==> src/rtl/eil_pkg.sv <==
`timescale 1ns/1ps
package eil_pkg;

  // Register index within a bank, taken from address bits 4:2.
  typedef enum logic [2:0] {
    RG_INTEN  = 3'd0,
    RG_EVTEN  = 3'd1,
    RG_RISE   = 3'd2,
    RG_FALL   = 3'd3,
    RG_SWTRIG = 3'd4,
    RG_PEND   = 3'd5
  } reg_sel_e;

  localparam int unsigned BANK_W = 32;

  // Default writable masks, first bank in the low word.
  localparam logic [63:0] DEF_EN_MASKS   = 64'h0000_00FF_FFFF_FFFF;
  localparam logic [63:0] DEF_TRIG_MASKS = 64'h0000_0078_007D_FFFF;

endpackage

==> src/rtl/eil_sync.sv <==
`timescale 1ns/1ps
module eil_sync #(
  parameter int N = 40
) (
  input  logic         clk,
  input  logic         rst_n,
  input  logic [N-1:0] async_in,
  output logic [N-1:0] rise,
  output logic [N-1:0] fall
);

  logic [N-1:0] meta_q, cur_q, prev_q;

  // History keeps moving whatever the enables say: a masked edge is consumed.
  always_ff @(posedge clk or negedge rst_n) begin
    if (!rst_n) begin
      meta_q <= '0;
      cur_q  <= '0;
      prev_q <= '0;
    end else begin
      meta_q <= async_in;
      cur_q  <= meta_q;
      prev_q <= cur_q;
    end
  end

  assign rise = cur_q & ~prev_q;
  assign fall = ~cur_q & prev_q;

endmodule

==> src/rtl/eil_bank.sv <==
`timescale 1ns/1ps
module eil_bank import eil_pkg::*; #(
  parameter int         W         = 32,
  parameter logic [W-1:0] EN_MASK   = '1,
  parameter logic [W-1:0] TRIG_MASK = '1
) (
  input  logic         clk,
  input  logic         rst_n,
  input  logic         wr_en,
  input  reg_sel_e     reg_sel,
  input  logic [W-1:0] wdata,
  input  logic [W-1:0] rise,
  input  logic [W-1:0] fall,
  output logic [W-1:0] rdata,
  output logic [W-1:0] irq
);

  // Bits that go 0 -> 1 in a software write on enabled lines.
  function automatic logic [W-1:0] sw_fire(input logic [W-1:0] new_v,
                                           input logic [W-1:0] old_v,
                                           input logic [W-1:0] en_v);
    return new_v & ~old_v & en_v;
  endfunction

  // Enabled lines whose detected edge matches a selected polarity.
  function automatic logic [W-1:0] edge_hit(input logic [W-1:0] en_v,
                                            input logic [W-1:0] rsel,
                                            input logic [W-1:0] fsel,
                                            input logic [W-1:0] r_v,
                                            input logic [W-1:0] f_v);
    return en_v & ((rsel & r_v) | (fsel & f_v));
  endfunction

  logic [W-1:0] en_q, ev_q, rsel_q, fsel_q, sw_q, pend_q, irq_q;
  logic         wr_en_reg, wr_ev_reg, wr_rsel, wr_fsel, wr_sw, wr_pend;
  logic [W-1:0] sw_new, sw_set, hw_set, set_req, clr_req;

  assign wr_en_reg = wr_en && (reg_sel == RG_INTEN);
  assign wr_ev_reg = wr_en && (reg_sel == RG_EVTEN);
  assign wr_rsel   = wr_en && (reg_sel == RG_RISE);
  assign wr_fsel   = wr_en && (reg_sel == RG_FALL);
  assign wr_sw     = wr_en && (reg_sel == RG_SWTRIG);
  assign wr_pend   = wr_en && (reg_sel == RG_PEND);

  assign sw_new  = wdata & TRIG_MASK;
  assign sw_set  = wr_sw ? sw_fire(sw_new, sw_q, en_q) : '0;
  assign hw_set  = edge_hit(en_q, rsel_q, fsel_q, rise, fall);
  assign set_req = sw_set | hw_set;
  assign clr_req = wr_pend ? (wdata & TRIG_MASK) : '0;

  always_ff @(posedge clk or negedge rst_n) begin
    if (!rst_n) begin
      en_q   <= '0;
      ev_q   <= '0;
      rsel_q <= '0;
      fsel_q <= '0;
      sw_q   <= '0;
      pend_q <= '0;
      irq_q  <= '0;
    end else begin
      if (wr_en_reg) en_q   <= wdata & EN_MASK;
      if (wr_ev_reg) ev_q   <= wdata & EN_MASK;
      if (wr_rsel)   rsel_q <= wdata & TRIG_MASK;
      if (wr_fsel)   fsel_q <= wdata & TRIG_MASK;
      if (wr_sw)     sw_q   <= sw_new;
      else           sw_q   <= sw_q & ~clr_req;
      // A new set outranks a clear on the same edge.
      pend_q <= (pend_q & ~clr_req) | set_req;
      irq_q  <= set_req & ~pend_q;
    end
  end

  always_comb begin
    unique case (reg_sel)
      RG_INTEN:  rdata = en_q;
      RG_EVTEN:  rdata = ev_q;
      RG_RISE:   rdata = rsel_q;
      RG_FALL:   rdata = fsel_q;
      RG_SWTRIG: rdata = sw_q;
      RG_PEND:   rdata = pend_q;
      default:   rdata = '0;
    endcase
  end

  assign irq = irq_q;


  irq_single_cycle_chk: assert property (@(posedge clk) disable iff (!rst_n)
    (|irq_q) |=> ((irq_q & $past(irq_q)) == '0));


  irq_marks_new_pend_chk: assert property (@(posedge clk) disable iff (!rst_n)
    (|irq_q) |-> ((irq_q & ~pend_q) == '0));


  pend_needs_enable_chk: assert property (@(posedge clk) disable iff (!rst_n)
    1'b1 |=> ((pend_q & ~$past(pend_q) & ~$past(en_q)) == '0));


  pend_clear_takes_chk: assert property (@(posedge clk) disable iff (!rst_n)
    (|clr_req) |=> ((pend_q & $past(clr_req & ~set_req)) == '0));


  swtrig_follows_clear_chk: assert property (@(posedge clk) disable iff (!rst_n)
    (|clr_req) |=> ((sw_q & $past(clr_req)) == '0));


  set_beats_clear_chk: assert property (@(posedge clk) disable iff (!rst_n)
    (|(set_req & clr_req)) |=> ((~pend_q & $past(set_req & clr_req)) == '0));

endmodule

==> src/rtl/ext_line_ctrl.sv <==
`timescale 1ns/1ps
module ext_line_ctrl import eil_pkg::*; #(
  parameter int NUM_LINES = 40,
  parameter int AW        = 8,
  parameter logic [((NUM_LINES+31)/32)*32-1:0] EN_MASKS   = DEF_EN_MASKS,
  parameter logic [((NUM_LINES+31)/32)*32-1:0] TRIG_MASKS = DEF_TRIG_MASKS
) (
  input  logic                 clk,
  input  logic                 rst_n,
  input  logic                 bus_we,
  input  logic [AW-1:0]        bus_addr,
  input  logic [31:0]          bus_wdata,
  output logic [31:0]          bus_rdata,
  input  logic [NUM_LINES-1:0] line_in,
  output logic [NUM_LINES-1:0] irq_pulse
);

  localparam int NB = (NUM_LINES + 31) / 32;

  logic [NUM_LINES-1:0] rise_v, fall_v;
  logic [AW-6:0]        bank_idx;
  reg_sel_e             reg_idx;
  logic                 aligned;
  logic [31:0]          rd_bank [NB];

  assign bank_idx = bus_addr[AW-1:5];
  assign reg_idx  = reg_sel_e'(bus_addr[4:2]);
  assign aligned  = (bus_addr[1:0] == 2'b00);

  eil_sync #(.N(NUM_LINES)) u_sync (
    .clk      (clk),
    .rst_n    (rst_n),
    .async_in (line_in),
    .rise     (rise_v),
    .fall     (fall_v)
  );

  for (genvar b = 0; b < NB; b++) begin : g_bank
    localparam int BW = ((NUM_LINES - b*32) > 32) ? 32 : (NUM_LINES - b*32);
    logic          sel;
    logic [BW-1:0] rd_w;

    assign sel = aligned && (int'(bank_idx) == b);

    eil_bank #(
      .W         (BW),
      .EN_MASK   (EN_MASKS[b*32 +: BW]),
      .TRIG_MASK (TRIG_MASKS[b*32 +: BW])
    ) u_bank (
      .clk     (clk),
      .rst_n   (rst_n),
      .wr_en   (bus_we && sel),
      .reg_sel (reg_idx),
      .wdata   (bus_wdata[BW-1:0]),
      .rise    (rise_v[b*32 +: BW]),
      .fall    (fall_v[b*32 +: BW]),
      .rdata   (rd_w),
      .irq     (irq_pulse[b*32 +: BW])
    );

    always_comb begin
      rd_bank[b]         = '0;
      rd_bank[b][BW-1:0] = sel ? rd_w : '0;
    end
  end

  always_comb begin
    bus_rdata = '0;
    for (int b = 0; b < NB; b++) bus_rdata = bus_rdata | rd_bank[b];
  end

endmodule

==> config.mk <==
export PLATFORM = sky130hd
export DESIGN_NAME = ext_line_ctrl
export DESIGN_NICKNAME = d
export VERILOG_FILES = /design/src/rtl/eil_pkg.sv /design/src/rtl/eil_sync.sv /design/src/rtl/eil_bank.sv /design/src/rtl/ext_line_ctrl.sv
export SDC_FILE = /design/constraint.sdc
export NUM_CORES = 1
export LEC_CHECK = 0
export ABC_AREA = 1
export BUFFER_PORTS_ARGS = -buffer_cell sky130_fd_sc_hd__buf_2
export CAP_MARGIN = 40
export CELL_PAD_IN_SITES_DETAIL_PLACEMENT = 0
export CELL_PAD_IN_SITES_GLOBAL_PLACEMENT = 1
export CORE_ASPECT_RATIO = 0.7
export CORE_MARGIN = 10
export CORE_UTILIZATION = 35
export CTS_BUF_LIST = sky130_fd_sc_hd__clkbuf_16
export DETAILED_ROUTE_END_ITERATION = 8
export GPL_ROUTABILITY_DRIVEN = 0
export HOLD_SLACK_MARGIN = 0.05
export MAX_ROUTING_LAYER = met4
export PLACE_DENSITY = 0.74
export RECOVER_POWER = 100
export SLEW_MARGIN = 10
export SYNTH_ARGS = -nofsm -noshare
export SYNTH_HDL_FRONTEND = slang
export SYNTH_HIERARCHICAL = 1
export SYNTH_SLANG_ARGS = --single-unit
==> constraint.sdc <==
create_clock -name clk -period 3.8 [get_ports clk]
set_input_delay 0.76 -clock clk [delete_from_list [all_inputs] [get_ports clk]]
set_output_delay 0.76 -clock clk [all_outputs]
set_load 0.01 [all_outputs]
Word-level counts from Yosys, hierarchy flattened:

Cells that the tools add are included.

* equal/unequal tests: 6
* muxes and demuxes: 10
* bitwise operators: 33
* reduce and logical (&&, ||, !) cells: 19

Operator list (count)
* 32-bit one-hot mux with 6 select lines: 1
* 32-bit AND: 5
* 23-bit by 32-bit AND with 32-bit output: 3
* 32-bit 2-to-1 mux: 3
* 32-bit NOT: 3
* 32-bit bitwise OR: 3
* 40-bit AND: 2
* 40-bit NOT: 2
* 8-bit one-hot mux with 6 select lines: 1
* 8-bit AND: 5
* 32-bit by 8-bit bitwise OR with 32-bit output: 1
* 7-bit by 8-bit AND with 8-bit output: 3
* 8-bit 2-to-1 mux: 3
* 8-bit NOT: 3
* 8-bit bitwise OR: 3
* 23-bit 2-to-1 mux: 1
* 1-bit logical AND: 16
* 3-bit by 2-bit == test with 1-bit output, second input constant: 3
* 7-bit 2-to-1 mux: 1
* 3-bit == test, second input constant: 2
* 3-bit zero test: 2
* 3-bit by 1-bit == test with 1-bit output, second input constant: 1
* 2-bit zero test: 1

* register bits after elaboration: 372
* output and inout port bits: 72
* word-level logic and storage cells: 85

Depth between registers and ports, before layout:

* depth in word-level cells: 8
* depth in mapped cells: 11

Cells and area by module:

Netlist, hierarchy kept.

Modules (own cells, without submodules)
* eil_bank (g_bank[0].u_bank): times used 1, cells each 1179, area each 8767.2 sq um, seq. area each 4354.2 sq um
* eil_sync: times used 1, cells each 280, area each 3603.5 sq um, seq. area each 3002.9 sq um
* eil_bank (g_bank[1].u_bank): times used 1, cells each 244, area each 1919.3 sq um, seq. area each 900.9 sq um
* ext_line_ctrl: times used 1, cells each 85, area each 525.5 sq um, seq. area each 0.0 sq um

Least setup slack after synthesis:

OpenSTA, ideal clock, no wires.

* path kind: input to output
* start: input bus_addr[2]
* end: output bus_rdata[10]
* data arrival time: 1835 ps
* data required time: 3040 ps
* setup slack: 1205 ps
* cell stages on the path: 10
* buffers on the path: 2
* path through: buf_4 inv_4 nor3_4 buf_2 nand2_1 nand2_1 inv_1 nand2_1 inv_1 nor2_1

* word-level cells in the longest chain between the ends: 4
* elaborated cells on any way between the ends: 9
* classes of those cells: eq/ne (5); mux (2); bitwise (1); reduce/logical (1)

RTL lines
* start, declared: line ext_line_ctrl.sv:11 `input logic [AW-1:0] bus_addr,`
* 3-bit == test, or another cell as far along: line eil_bank.sv:74 `unique case (reg_sel)`
* 32-bit one-hot mux with 6 select lines *: line eil_bank.sv:74
* net g_bank[0].rd_w[10]: line ext_line_ctrl.sv:41 `logic [BW-1:0] rd_w;`
* 32-bit 2-to-1 mux *: line ext_line_ctrl.sv:63 `rd_bank[b][BW-1:0] = sel ? rd_w : '0;`
* 32-bit by 8-bit bitwise OR with 32-bit output *: line ext_line_ctrl.sv:69 `for (int b = 0; b < NB; b++) bus_rdata = bus_rdata | rd_bank[b];`
* end, declared: line ext_line_ctrl.sv:13 `output logic [31:0] bus_rdata,`

Mark *: on every way through the listed nets, which the timed path passes. The rest lies on a longest branch.

Worst setup path in the final report:

* start: input bus_addr[4]
* end: output bus_rdata[4]

Same word-level chain as after synthesis.

==> run_results.csv <==
group,metric,value,unit
status,status,"complete, but fails checks",
status,violations,"capacitance limit, slew limit",
clock_network,holdBufCountCts,0,
critical_path,crit_type,"primary input to output port",
sta,grt_setup_unrepaired,"no",
routing,first_iter_violations,881,
clock_network,cts-htree-levels,1,
grt,grt_max_degree,96,
clock_network,cts_made_buffers,31,
grt,grt_pass1_vias,10900,
sta,hold_viol_final,0,
floorplanning,start_util,35.3,%
cells_and_area,n_fill_cell,3975,
pwr,vdd_drop_max,0.000358,V
job,maxCapViolCount,1,
synth,synth_cells,1690,
cells_and_area,area_delta_synth_final,14.4,%
clock_network,cts-resized-gates,0,
critical_path,crit_buf_inv,3,
place,place_area,14700,um2
cells_and_area,final_cell_mix,"556 x nand2_1, 288 x dfrtp_1, 201 x nor2_1",
grt,grtUsageTotal,17.4,%
clock_network,ctsRootBufferMaster,"clkbuf_16",
critical_path,critPathMaxFanout,33,
critical_path,required,3040,ps
cells_and_area,drive_above_1_share,10.2,%
sta,relSlewSlack,-74.1,%
grt,grt_first_pass_wirelength,62500,um
clock_network,clkLatencyLatePin,580,ps
floorplanning,chipHeight,185,um
synth,synth_area_per_cell,8.02,um2
floorplanning,dieArea,47100,um2
clock_network,clk_pin_slew,60,ps
routing,drtPass1Iterations,5,
critical_path,critical_path.top_delay_family,"buffers and inverters",
pwr,leakage,8.00,nW
routing,wl,39500,um
floorplanning,die_w,255,um
sta,setup_slack,392,ps
place,place_ws,580,ps
cells_and_area,final_common_cell,"nand2_1",
critical_path,end_kind,"output port",
critical_path,crit_path_frequent_cell,"nand2_1",
critical_path,start_kind,"primary input",
sta,fmax,0.293,GHz
pwr,powerDensity,438,nW/um2
clock_network,cts_sinks,288,
critical_path,critPathArrivalTime,2650,ps
hold_path,hold_path.class,"primary input to flip-flop",
critical_path,crit_chain,"buf_4 -> clkbuf_2 -> nand4_1 -> nand2_1 -> nor2_1 -> nand2_1 -> nand4_1 -> nand2_1 -> clkbuf_1",
synth,yosysWarnings,6,
clock_network,clock_path_buffers,3,
sta,skew,14.8,ps
floorplanning,row_count,60,
routing,wire_per_inst,16.7,um
place,portBuffers,126,
routing,routed_via_density,4.67,
sta,tightestPinTransition,2610,ps
clock_network,post_cts_buffers,0,
cells_and_area,fin_area,15500,um2
cells_and_area,nNetsFinal,1891,
grt,grt_overflow,0,
floorplanning,ios,155,
grt,antenna_found_initial,1,
sta,min_period,3410,ps
critical_path,critPathMaxStageDelay,660,ps
sta,whs,287,ps
sta,slew_viol_final,94,
sta,setup_viol,0,
clock_network,cts_tree,"yes",
floorplanning,core_area,38400,um2
synth,netlist_area,13600,um2
place,dp_hpwl,25900,um
routing,route.detailed.drc,0,
sta,tns,0,ps
critical_path,crit_slowest_cell,"clkbuf_2",
sta,final.period_utilization,89.7,%
routing,antenna_left,0,
routing,vias,11000,
metal layers:
metal / global-route usage (%) / part of all wire [%]
met3: 3.39 / 6.0
met2: 26.6 / 45
met4: 2.85 / 1.4
met1: 23.8 / 48
met5: - / 0
final timing paths:
check / startpoint / to / slack, ps / depth (start not counted)
worst max-delay path: bus_addr[4] / bus_rdata[4] / 390 / 9
worst min-delay path: line_in[21] / u_sync/meta_q[21] / 290 / 1
worst max register to register: u_sync/cur_q[1] / g_bank[0].u_bank/irq[1] / 2570 / 6
worst min register to register: u_sync/meta_q[19] / u_sync/cur_q[19] / 340 / 0
max in group asynchronous: rst_n / g_bank[0].u_bank/en_q[10] / 940 / 2
min in group asynchronous: rst_n / u_sync/meta_q[4] / 950 / 1
sequential cells by signal, indices dropped and copies added (netlist names):
name / flops
g_bank.u_bank/en_q: 40
g_bank.u_bank/sw_q: 26
u_sync/prev_q: 26
g_bank.u_bank/ev_q: 40
u_sync/meta_q: 26
u_sync/cur_q: 26
g_bank.u_bank/fsel_q: 26
g_bank.u_bank/pend_q: 26
g_bank.u_bank/irq: 26
g_bank.u_bank/rsel_q: 26
power by group:
group | switching, W | internal, W | total [W]
Sequential | 0.000105 | 0.00321 | 0.00332
Clock | 0.00125 | 0.00174 | 0.00298
Combinational | 0.000343 | 0.000143 | 0.000486
Total | 0.00170 | 0.00509 | 0.00679
final cells by class:
type | count | area (um2) | area share [%]
Sequential cell | 288 | 7210 | 46.5
Clock inverter | 24 | 208 | 1.34
Tap cell | 527 | 659 | 4.25
Timing Repair Buffer | 163 | 847 | 5.46
Inverter | 179 | 679 | 4.38
Multi-Input combinational cell | 1145 | 5130 | 33.1
Antenna cell | 1 | 2.50 | 0.0161
Clock buffer | 31 | 776 | 5.00
stage by stage:
step | util, % | power [W] | cells
after floorplan | - | 0.00363 | 1702
after global placement | 38.4 | 0.00387 | 2302
after detailed placement | 38.4 | 0.00388 | 2302
after CTS | 41.0 | 0.00689 | 2357
after global routing | 40.4 | 0.00709 | 2358
final | 40.4 | 0.00679 | 2358
No activity file was read; power rests on OpenSTA's default activity.
